### src/rtl/i2c_div_pkg.sv
// Shared widths and the configuration word type for the I2C clock prescaler.
// Assumes M sits above N in the configuration word, as software writes it.
package i2c_div_pkg;
    localparam int M_W    = 4;              // width of linear factor M
    localparam int N_W    = 3;              // width of exponent N
    localparam int CFG_W  = M_W + N_W;      // configuration word width
    localparam int EXP_W  = N_W + 1;        // exponent incl. the +1 convention
    localparam int POW_W  = 1 << N_W;       // counter bits for 2^(max N + 1)
    localparam int OVS    = 10;             // ticks per bit period
    localparam int DEC_W  = $clog2(OVS);

    typedef struct packed {
        logic [M_W-1:0] m;                  // bits [6:3]
        logic [N_W-1:0] n;                  // bits [2:0]
    } div_cfg_t;
endpackage

### src/rtl/i2c_div_cfg.sv
// Configuration capture: holds the M/N word, loads it on a write strobe.
// Assumes the write strobe is a single-cycle pulse from the register file.
module i2c_div_cfg
    import i2c_div_pkg::*;
#(
    parameter logic [CFG_W-1:0] RESET_CFG = 7'h62
) (
    input  logic             clk,
    input  logic             rst_n,
    input  logic             we_i,
    input  logic [CFG_W-1:0] wdata_i,
    output div_cfg_t         cfg_o
);
    div_cfg_t cfg_q;

    // Capture the configuration word on a write, return to default on reset.
    always_ff @(posedge clk) begin
        if (!rst_n)    cfg_q <= div_cfg_t'(RESET_CFG);
        else if (we_i) cfg_q <= div_cfg_t'(wdata_i);
    end

    assign cfg_o = cfg_q;
endmodule

### src/rtl/i2c_div_lin.sv
// Linear stage: issues a step once every (M+1) enabled cycles.
// Assumes M changes only together with a clear, so the count never exceeds M.
module i2c_div_lin
    import i2c_div_pkg::*;
(
    input  logic           clk,
    input  logic           rst_n,
    input  logic           en_i,
    input  logic           clr_i,
    input  logic [M_W-1:0] m_i,
    output logic [M_W-1:0] cnt_o,
    output logic           step_o
);
    logic [M_W-1:0] cnt_q;

    assign step_o = en_i && !clr_i && (cnt_q >= m_i);
    assign cnt_o  = cnt_q;

    // Count 0..M, wrapping on each step; held at zero when idle or cleared.
    always_ff @(posedge clk) begin
        if (!rst_n || !en_i || clr_i) cnt_q <= '0;
        else if (step_o)              cnt_q <= '0;
        else                          cnt_q <= cnt_q + 1'b1;
    end

    // a low enable leaves the linear counter at zero on the next cycle
    a_r7_hold_idle: assert property (@(posedge clk) disable iff (!rst_n)
        !en_i |=> (cnt_q == '0));
    // the count never passes the configured M
    a_r3_lin_bound: assert property (@(posedge clk) disable iff (!rst_n)
        cnt_q <= m_i);
endmodule

### src/rtl/i2c_div_pow.sv
// Power-of-two stage: issues a tick after 2^E linear steps, E = N or N+1.
// Assumes the exponent may change without a clear; it wraps on >= the last value.
module i2c_div_pow
    import i2c_div_pkg::*;
(
    input  logic             clk,
    input  logic             rst_n,
    input  logic             en_i,
    input  logic             clr_i,
    input  logic             step_i,
    input  logic [EXP_W-1:0] exp_i,
    output logic [POW_W-1:0] cnt_o,
    output logic             tick_o
);
    logic [POW_W-1:0] cnt_q;
    logic [POW_W-1:0] last;

    // Terminal count 2^E - 1 as a mask of E low ones.
    always_comb begin
        for (int i = 0; i < POW_W; i++)
            last[i] = (EXP_W'(i) < exp_i);
    end

    assign tick_o = step_i && (cnt_q >= last);
    assign cnt_o  = cnt_q;

    // Count linear steps, wrapping on each tick.
    always_ff @(posedge clk) begin
        if (!rst_n || !en_i || clr_i) cnt_q <= '0;
        else if (tick_o)              cnt_q <= '0;
        else if (step_i)              cnt_q <= cnt_q + 1'b1;
    end

    // a low enable leaves the exponent counter at zero on the next cycle
    a_r7_pow_idle: assert property (@(posedge clk) disable iff (!rst_n)
        !en_i |=> (cnt_q == '0));
endmodule

### src/rtl/i2c_div_dec.sv
// Decade stage: counts oversample ticks and strobes on every OVS-th one.
// Assumes the tick input is already qualified by enable and clear.
module i2c_div_dec
    import i2c_div_pkg::*;
(
    input  logic clk,
    input  logic rst_n,
    input  logic en_i,
    input  logic clr_i,
    input  logic tick_i,
    output logic bit_stb_o
);
    localparam logic [DEC_W-1:0] LAST = DEC_W'(OVS - 1);
    logic [DEC_W-1:0] cnt_q;

    assign bit_stb_o = tick_i && (cnt_q == LAST);

    // Count ticks 0..OVS-1; cleared with the rest of the chain.
    always_ff @(posedge clk) begin
        if (!rst_n || !en_i || clr_i) cnt_q <= '0;
        else if (tick_i)              cnt_q <= (cnt_q == LAST) ? '0 : cnt_q + 1'b1;
    end

    // the decade count stays within one bit period
    a_r5_dec_bound: assert property (@(posedge clk) disable iff (!rst_n)
        cnt_q <= LAST);
endmodule

### src/rtl/i2c_sclk_div.sv
// Top of the I2C serial clock prescaler: config capture, (M+1) stage,
// 2^N or 2^(N+1) stage and decade strobe. Assumes a single clock domain.
module i2c_sclk_div
    import i2c_div_pkg::*;
#(
    parameter logic [CFG_W-1:0] RESET_CFG = 7'h62
) (
    input  logic             clk,
    input  logic             rst_n,
    input  logic             en_i,
    input  logic             exp_base0_i,
    input  logic             cfg_we_i,
    input  logic [CFG_W-1:0] cfg_wdata_i,
    output logic             os_tick_o,
    output logic             bit_stb_o
);
    div_cfg_t         cfg;
    logic             lin_step;
    logic [M_W-1:0]   lin_cnt;
    logic [POW_W-1:0] pow_cnt;
    logic [EXP_W-1:0] exp_sel;

    // Exponent: N for the base-zero convention, N+1 otherwise.
    assign exp_sel = {1'b0, cfg.n} + (exp_base0_i ? EXP_W'(0) : EXP_W'(1));

    i2c_div_cfg #(.RESET_CFG(RESET_CFG)) u_cfg (
        .clk(clk), .rst_n(rst_n), .we_i(cfg_we_i), .wdata_i(cfg_wdata_i),
        .cfg_o(cfg)
    );

    i2c_div_lin u_lin (
        .clk(clk), .rst_n(rst_n), .en_i(en_i), .clr_i(cfg_we_i),
        .m_i(cfg.m), .cnt_o(lin_cnt), .step_o(lin_step)
    );

    i2c_div_pow u_pow (
        .clk(clk), .rst_n(rst_n), .en_i(en_i), .clr_i(cfg_we_i),
        .step_i(lin_step), .exp_i(exp_sel), .cnt_o(pow_cnt), .tick_o(os_tick_o)
    );

    i2c_div_dec u_dec (
        .clk(clk), .rst_n(rst_n), .en_i(en_i), .clr_i(cfg_we_i),
        .tick_i(os_tick_o), .bit_stb_o(bit_stb_o)
    );

    // a write leaves both prescale counters at zero on the next cycle
    a_r6_clear_on_write: assert property (@(posedge clk) disable iff (!rst_n)
        cfg_we_i |=> (lin_cnt == '0 && pow_cnt == '0));
    // no tick is issued during a write cycle
    a_r6_quiet_write: assert property (@(posedge clk) disable iff (!rst_n)
        cfg_we_i |-> !os_tick_o);
endmodule

### config.mk
export PLATFORM = sky130hd
export DESIGN_NAME = i2c_sclk_div
export DESIGN_NICKNAME = d
export VERILOG_FILES = /design/src/rtl/i2c_div_pkg.sv /design/src/rtl/i2c_div_cfg.sv /design/src/rtl/i2c_div_lin.sv /design/src/rtl/i2c_div_pow.sv /design/src/rtl/i2c_div_dec.sv /design/src/rtl/i2c_sclk_div.sv
export SDC_FILE = /design/constraint.sdc
export NUM_CORES = 1
export LEC_CHECK = 0
export BUFFER_PORTS_ARGS = -buffer_cell sky130_fd_sc_hd__buf_4
export CAP_MARGIN = 5
export CORE_MARGIN = 5
export CORE_UTILIZATION = 45
export DETAILED_ROUTE_END_ITERATION = 16
export GPL_ROUTABILITY_DRIVEN = 0
export PLACE_DENSITY = 0.65
export SETUP_SLACK_MARGIN = 0.02
export SYNTH_ARGS = -nofsm -noshare
export SYNTH_HDL_FRONTEND = slang
export SYNTH_SLANG_ARGS = --single-unit
### constraint.sdc
create_clock -name clk -period 4.4 [get_ports clk]
set_input_delay 1.1 -clock clk [delete_from_list [all_inputs] [get_ports clk]]
set_output_delay 1.1 -clock clk [all_outputs]
set_load 0.005 [all_outputs]
==> results_dict.tcl, run 1 <==
set metrics [dict create \
    result_of_the_run "complete, no violations" \
    cell_internal_pwr_mw 0.277 \
    timing.hold.ws_ns 0.483 \
    post_synth_num_cell_types 39 \
    post_dr_vias_cell 5.17 \
    nets 217 \
    rows 20 \
    power.share.clock_pct 27.3 \
    critical_path.max_fanout 5 \
    area_delta_synth_final_pct 19.0 \
    worstReg2RegEnd "u_dec.cnt_q[2]$_SDFFE_PP0P_" \
    synth_async_sr_flop_share_pct 0 \
    slew_violations 0 \
    max-clock-path-buffers 2 \
    hold_viol 0 \
    final.setup_skew_ns 0.0114 \
    chipWidth_um 66.9 \
    finalCritPeriodShare_pct 96.9 \
    worstMarginPinSlew_ns 0.384 \
    synth_top_flop_cell "sky130_fd_sc_hd__dfxtp_1" \
    path_class "input pin to primary output" \
    multiInputGateArea_um2 977 \
    number_of_placed_i_o_pins 14 \
    wirelength_um 2830 \
    grt_max_degree 15 \
    routed-via-count 1204 \
    clockRootBuffer "sky130_fd_sc_hd__clkbuf_4" \
    die_area_mm2 0.00448 \
    relSlewSlack_pct 74.4 \
    place_inst 226 \
    cap_viol_max_count 0 \
    core_mm2 0.00308 \
    floorplan.initialDensity_pct 47.4 \
    holdCritPathClass "register to register" \
    grt_util_all_layers_pct 13.8 \
    grt_pass1_wl_um 4840 \
    number_of_antenna_violations_at_the_first_check_in_global_routing 0 \
    worst_path_largest_cell_delay_ns 0.36 \
    combPwrFrac_pct 15.1 \
    most-common-layout-cells "23 x sky130_fd_sc_hd__dfxtp_1, 22 x sky130_fd_sc_hd__buf_4, 18 x sky130_fd_sc_hd__nand2_1" \
    grt_overflow_total 0 \
    postSynthAreaPerCell_um2 8.74 \
    min_period_ns 4.26 \
    post_route_cells_drive_above_1_share_pct 23.8 \
    path_depth_of_the_worst_reg2reg_path 15 \
    chipHeight_um 66.9 \
    final_cell_count_no_fill 233 \
    ff_latch_area_um2 460 \
    netSwitchingFraction_pct 26.7 \
    ys_seq_area_share_pct 31.6 \
    diodes_inserted 0 \
    worst_path_dominant_cell_family "simple AND/OR/NAND/NOR gates" \
    maxClockFrequency_mhz 235 \
    detailedRoute.firstPassIterationCount 4 \
    endpoint_kind "primary output" \
    tns_ns 0 \
    critPathRequiredTime_ns 3.30 \
    reg2reg_setup_slack_ns 1.33 \
    path_buf_inv 6 \
    drc_errors 0 \
    yosys_register_bits 23 \
    worst_setup_sp_type "input pin" \
    number_of_instances_in_the_synthesized_netlist 167 \
    sequentialPowerShare_pct 57.6 \
    number_of_global_route_vias_before_repair 1146 \
    post-dp-hpwl_um 2170 \
    worst_path_max_delay_cell "sky130_fd_sc_hd__or3_1" \
    chain_of_cells_forming_the_critical_path "buf_4 -> inv_4 -> ha_4 -> inv_2 -> nor2_2 -> a21oi_2 -> or3_1 -> ha_1 -> nand2b_4 -> a21oi_2 -> o32ai_2 -> o211ai_4 -> buf_6 -> inv_1 -> buf_4" \
    termination_of_the_worst_setup_path "os_tick_o" \
    rr_startpoint "u_cfg.cfg_o[0]$_SDFFE_PN0P_" \
    syn_nets 194 \
    pwr_density_cell_mw_per_mm2 218 \
    synth_edf_count 0 \
    critical_path.startpoint "exp_base0_i" \
    detail_route.wl_per_cell_um 12.1 \
    layout.filler_cells 283 \
    cts-buffers-inserted 3 \
    worst_setup_hold_path_clk_slew_ns 0.14 \
    detailedRoute.firstIterationViolations 71 \
    ir_worst_vdd_mv 0.171 \
    placement.io_buffers 13 \
    worst-endpoint-arrival_ns 3.16 \
    antenna_left 0 \
    rsz_0062_raised_after_global_routing "true" \
    p_leak_nw 0.728 \
    synthesis.area_mm2 0.00146 \
    clock-sinks 23 \
    tritoncts_clock_tree "yes" \
    finalSetupViolCount 0 \
    clk_latency_ns 0.33 \
    mostFrequentLayoutCell "sky130_fd_sc_hd__dfxtp_1" \
    synth.yosys.warnings 0 \
    total_switching_power_mw 0.101 \
    worstSetupPathDepth 15 \
    cts_max_level 1 \
]
-- power by group through the flow --
stage	Combinational, mW	Sequential (mW)	Clock [mW]
floorplan	0.0385	0.219	0
global placement	0.0511	0.222	0
detailed placement	0.0527	0.222	0
CTS	0.0539	0.218	0.106
global route	0.0641	0.219	0.114
finish	0.0571	0.218	0.103
-- cells in the mapped netlist (2+ instances only) --
library cell / n / area (um2)
sky130_fd_sc_hd__a21o_1: 2 / 15.0
sky130_fd_sc_hd__a21oi_1: 7 / 35.0
sky130_fd_sc_hd__and3_1: 3 / 18.8
sky130_fd_sc_hd__buf_6: 2 / 22.5
sky130_fd_sc_hd__clkbuf_1: 3 / 11.3
sky130_fd_sc_hd__dfxtp_1: 23 / 460
sky130_fd_sc_hd__ha_1: 15 / 188
sky130_fd_sc_hd__inv_1: 9 / 33.8
sky130_fd_sc_hd__mux2i_1: 7 / 70.1
sky130_fd_sc_hd__nand2_1: 18 / 67.6
sky130_fd_sc_hd__nand2b_1: 6 / 37.5
sky130_fd_sc_hd__nand3_1: 3 / 15.0
sky130_fd_sc_hd__nand4_1: 3 / 18.8
sky130_fd_sc_hd__nor2_1: 17 / 63.8
sky130_fd_sc_hd__nor2b_1: 5 / 31.3
sky130_fd_sc_hd__nor3_1: 3 / 15.0
sky130_fd_sc_hd__nor3b_1: 2 / 15.0
sky130_fd_sc_hd__o211ai_1: 3 / 22.5
sky130_fd_sc_hd__o21ai_0: 7 / 35.0
sky130_fd_sc_hd__xnor2_1: 7 / 61.3
sky130_fd_sc_hd__xor2_1: 4 / 35.0
-- kinds of logic after synthesis --
| group | synth area share, % |
|---|---|
| AO/OA/AOI/OAI | 14.2 |
| XOR/XNOR | 6.60 |
| adder cells (fa/ha/maj) | 12.9 |
| buffers and inverters | 4.63 |
| flip-flops | 31.6 |
| multiplexers | 5.83 |
| AND/OR/NAND/NOR | 24.4 |
-- flip-flops by register name (all words and copies together) (netlist names) --
name         count
u_dec.cnt_q      4
u_pow.cnt_o      8
u_lin.cnt_o      4
u_cfg.cfg_o      7
-- routing by layer --
metal	part of all wire, %	GRT usage, %	wire [um]
met3	3.8	3.71	108
met1	46	17.5	1310
met2	49	23.0	1380
met5	0	0	0
met4	0.88	3.54	25
-- worst min-delay path by stage --
stage,start,end,slack [ns],cells past startpoint
after floorplan,u_lin.cnt_o[0]$_SDFF_PP0_,u_lin.cnt_o[0]$_SDFF_PP0_,0.43,1
after global placement,u_lin.cnt_o[0]$_SDFF_PP0_,u_lin.cnt_o[0]$_SDFF_PP0_,0.45,1
after detailed placement,u_lin.cnt_o[0]$_SDFF_PP0_,u_lin.cnt_o[0]$_SDFF_PP0_,0.46,1
after CTS,u_lin.cnt_o[0]$_SDFF_PP0_,u_lin.cnt_o[0]$_SDFF_PP0_,0.49,1
after global routing,u_lin.cnt_o[0]$_SDFF_PP0_,u_lin.cnt_o[0]$_SDFF_PP0_,0.50,1
final,u_lin.cnt_o[0]$_SDFF_PP0_,u_lin.cnt_o[0]$_SDFF_PP0_,0.48,1
-- through the flow --
| step | cell area (um2) | util [%] | power [mW] | worst slack, ns |
|---|---|---|---|---|
| floorplan | 1460 | - | 0.258 | 0.143 |
| global placement | 1630 | 53.0 | 0.273 | 0.0271 |
| detailed placement | 1630 | 53.0 | 0.275 | -0.0484 |
| CTS | 1670 | 54.3 | 0.377 | 0.0226 |
| global route | 1740 | 56.4 | 0.397 | 0.0153 |
| finish | 1740 | 56.4 | 0.379 | 0.137 |
-- area by class of cell --
type / instances / share of cell area, %
clock buffers: 3 / 1.30
clock inverters: 1 / 0.433
inverters: 9 / 2.09
multi-input cells: 130 / 56.3
flip-flops and latches: 23 / 26.5
well taps: 44 / 3.17
repair buffers: 23 / 10.2
-- repair_timing --
| item | in CTS | in global routing |
|---|---|---|
| gates resized for setup | 3 | 12 |
| pin swaps | 1 | 10 |
| endpoints found under the setup margin | 2 | 2 |
| hold buffers | 0 | 0 |
| buffers inserted | 0 | 3 |
Power figures use the tool's default switching activity.
==> run 2, diff against run 1 <==
--- a/config.mk
+++ b/config.mk
@@ -8,11 +8,13 @@
 export BUFFER_PORTS_ARGS = -buffer_cell sky130_fd_sc_hd__buf_4
 export CAP_MARGIN = 5
 export CORE_MARGIN = 5
-export CORE_UTILIZATION = 45
+export CORE_UTILIZATION = 40
+export CTS_BUF_LIST = sky130_fd_sc_hd__clkbuf_16
 export DETAILED_ROUTE_END_ITERATION = 16
 export GPL_ROUTABILITY_DRIVEN = 0
-export PLACE_DENSITY = 0.65
+export PLACE_DENSITY = 0.6
 export SETUP_SLACK_MARGIN = 0.02
 export SYNTH_ARGS = -nofsm -noshare
 export SYNTH_HDL_FRONTEND = slang
+export SYNTH_HIERARCHICAL = 1
 export SYNTH_SLANG_ARGS = --single-unit
==> results_dict.tcl, run 2 <==
set metrics [dict create \
    area_delta_synth_final_pct 24.3 \
    total_switching_power_mw 0.0995 \
    post_route_cells_drive_above_1_share_pct 27.7 \
    antenna_left 0 \
    synthesis.area_mm2 0.00136 \
    p_leak_nw 0.683 \
    cap_viol_max_count 0 \
    postSynthAreaPerCell_um2 9.78 \
    slew_violations 0 \
    nets 188 \
    wirelength_um 2550 \
    mostFrequentLayoutCell "sky130_fd_sc_hd__dfxtp_1" \
    number_of_placed_i_o_pins 14 \
    die_area_mm2 0.00467 \
    diodes_inserted 0 \
    ir_worst_vdd_mv 0.129 \
    maxClockFrequency_mhz 235 \
    detailedRoute.firstIterationViolations 24 \
    grt_max_degree 14 \
    multiInputGateArea_um2 913 \
    finalSetupViolCount 0 \
    post_dr_vias_cell 5.02 \
    chipWidth_um 68.3 \
    path_class "input pin to primary output" \
    grt_overflow_total 0 \
    clockRootBuffer "sky130_fd_sc_hd__clkbuf_16" \
    final_core_util_pct 51.1 \
    place_inst 201 \
    netlist.top_cell.by_area "sky130_fd_sc_hd__dfxtp_1" \
    netSwitchingFraction_pct 21.4 \
    hold_viol 0 \
    core_mm2 0.00331 \
    synth_edf_count 0 \
    result_of_the_run "complete, no violations" \
    worst-endpoint-arrival_ns 3.16 \
    sequentialPowerShare_pct 46.5 \
    finalCritPeriodShare_pct 96.7 \
    synth.yosys.warnings 6 \
    final_cell_count_no_fill 205 \
    cts-buffers-inserted 3 \
    detailedRoute.firstPassIterationCount 4 \
    critical_path.max_fanout 4 \
    grt_util_all_layers_pct 12.5 \
    floorplan.initialDensity_pct 41.1 \
    clk_latency_ns 0.25 \
    stdcell_area_mm2 0.00169 \
    relSlewSlack_pct 65.2 \
    routed-via-count 1029 \
    cts_max_level 1 \
    most-common-layout-cells "23 x sky130_fd_sc_hd__dfxtp_1, 17 x sky130_fd_sc_hd__buf_4, 14 x sky130_fd_sc_hd__ha_1" \
    ys_seq_area_share_pct 33.9 \
    holdCritPathClass "register to register" \
    yosys_register_bits 23 \
    holdBufCountCts 0 \
    final.setup_skew_ns 0.00263 \
    post-synth-top-area-fraction_pct 33.9 \
    total_power_mw 0.466 \
    dpl_cell_area_mm2 0.00153 \
    chipHeight_um 68.3 \
    finalWorstSetupSlack_ns 0.143 \
    rows 21 \
    power.share.clock_pct 41.3 \
    number_of_global_route_vias_before_repair 1079 \
    syn_nets 167 \
    number_of_instances_in_the_synthesized_netlist 139 \
    flip_flop_count_of_the_largest_register_all_copies_and_words_added 8 \
    synth_async_sr_flop_share_pct 0 \
    worst_setup_hold_path_clk_slew_ns 0.06 \
    layout.filler_cells 335 \
    min_period_ns 4.26 \
    netlist_top_cells_count "23 x sky130_fd_sc_hd__dfxtp_1, 16 x sky130_fd_sc_hd__ha_1, 8 x sky130_fd_sc_hd__mux2i_1, 8 x sky130_fd_sc_hd__nand2_1, 8 x sky130_fd_sc_hd__nor3_2" \
    synth.top_cells.by_area "sky130_fd_sc_hd__dfxtp_1 34%, sky130_fd_sc_hd__ha_1 15%, sky130_fd_sc_hd__mux2i_1 5.9%" \
    critPathRequiredTime_ns 3.30 \
    combPwrFrac_pct 12.3 \
    post_synth_num_cell_types 38 \
    ff_latch_area_um2 460 \
    cell_internal_pwr_mw 0.367 \
    clock-sinks 23 \
    endpoint_kind "primary output" \
    synth_top_flop_cell "sky130_fd_sc_hd__dfxtp_1" \
    detail_route.wl_per_cell_um 12.4 \
    tritoncts_clock_tree "yes" \
    grt_pass1_wl_um 4500 \
    drc_errors 0 \
    placement.io_buffers 13 \
    synth_most_common_cell "sky130_fd_sc_hd__dfxtp_1" \
    max-clock-path-buffers 2 \
    number_of_antenna_violations_at_the_first_check_in_global_routing 0 \
    post-dp-hpwl_um 2030 \
    worstMarginPinSlew_ns 0.520 \
    pwr_density_cell_mw_per_mm2 276 \
    rsz_0062_raised_after_global_routing "true" \
    worst_setup_sp_type "input pin" \
    detailedPlace.worstSlack_ns -0.0665 \
]
[run 2: per-stage QoR]
step | hold WS (ns) | TNS [ns]
final | 0.484 | 0
after global routing | 0.517 | 0
after CTS | 0.483 | 0
after detailed placement | 0.462 | -0.132
after global placement | 0.456 | -0.0679
after floorplan | 0.440 | 0
[run 2: cell type report]
cell class              count  share of cell area (%)
clock buffers               3                    4.44
clock inverters             1                   0.296
inverters                   7                    1.70
multi-input cells         106                    54.0
flip-flops and latches     23                    27.2
well taps                  46                    3.40
repair buffers             19                    8.88
[run 2: timing repair]
action / in CTS / in global routing
cloned: 0 / 0
setup endpoints to repair: 2 / 2
pin swaps: 0 / 9
gates resized for setup: 5 / 10
setup buffers: 0 / 0
[run 2: power groups by stage]
stage / Combinational, mW / Clock (mW) / Sequential [mW]
5_1_grt: 0.0641 / 0.208 / 0.217
3_3_place_gp: 0.0472 / 0 / 0.220
6_report: 0.0572 / 0.192 / 0.217
2_1_floorplan: 0.0304 / 0 / 0.219
4_1_cts: 0.0522 / 0.200 / 0.216
3_5_place_dp: 0.0494 / 0 / 0.220
[run 2: kinds of logic after synthesis]
family,synth area share [%]
AND/OR/NAND/NOR,23.6
XOR/XNOR,7.73
multiplexers,5.89
flip-flops,33.9
AO/OA/AOI/OAI,10.3
buffers and inverters,3.96
adder cells (fa/ha/maj),14.7
[run 2: routing by layer]
layer	routed length (um)	track usage [%]
met5	0	0
met4	0	2.23
met3	75	2.63
met2	1280	22.7
met1	1190	15.0
[run 2: final timing paths]
check                                                  from  depth (start not counted)                     endpoint  slack, ns
worst max-delay path                            exp_base0_i                         12                    os_tick_o       0.14
worst max register to register  u_cfg/cfg_o[0]$_SDFFE_PN0P_                         13  u_dec/cnt_q[2]$_SDFFE_PP0P_       1.63
worst min register to register  u_cfg/cfg_o[6]$_SDFFE_PN1P_                          2  u_cfg/cfg_o[6]$_SDFFE_PN1P_       0.48
worst min-delay path            u_cfg/cfg_o[6]$_SDFFE_PN1P_                          2  u_cfg/cfg_o[6]$_SDFFE_PN1P_       0.48
[run 2: worst max-delay path, cell delays in order]
cell	delay [ns]
sky130_fd_sc_hd__buf_6	0.07
sky130_fd_sc_hd__inv_4	0.03
sky130_fd_sc_hd__ha_4	0.15
sky130_fd_sc_hd__ha_4	0.17
sky130_fd_sc_hd__xor2_4	0.18
sky130_fd_sc_hd__a31oi_1	0.19
sky130_fd_sc_hd__ha_1	0.26
sky130_fd_sc_hd__a21o_2	0.21
sky130_fd_sc_hd__a221o_1	0.29
sky130_fd_sc_hd__a22o_1	0.22
sky130_fd_sc_hd__buf_4	0.15
sky130_fd_sc_hd__buf_4	0.12
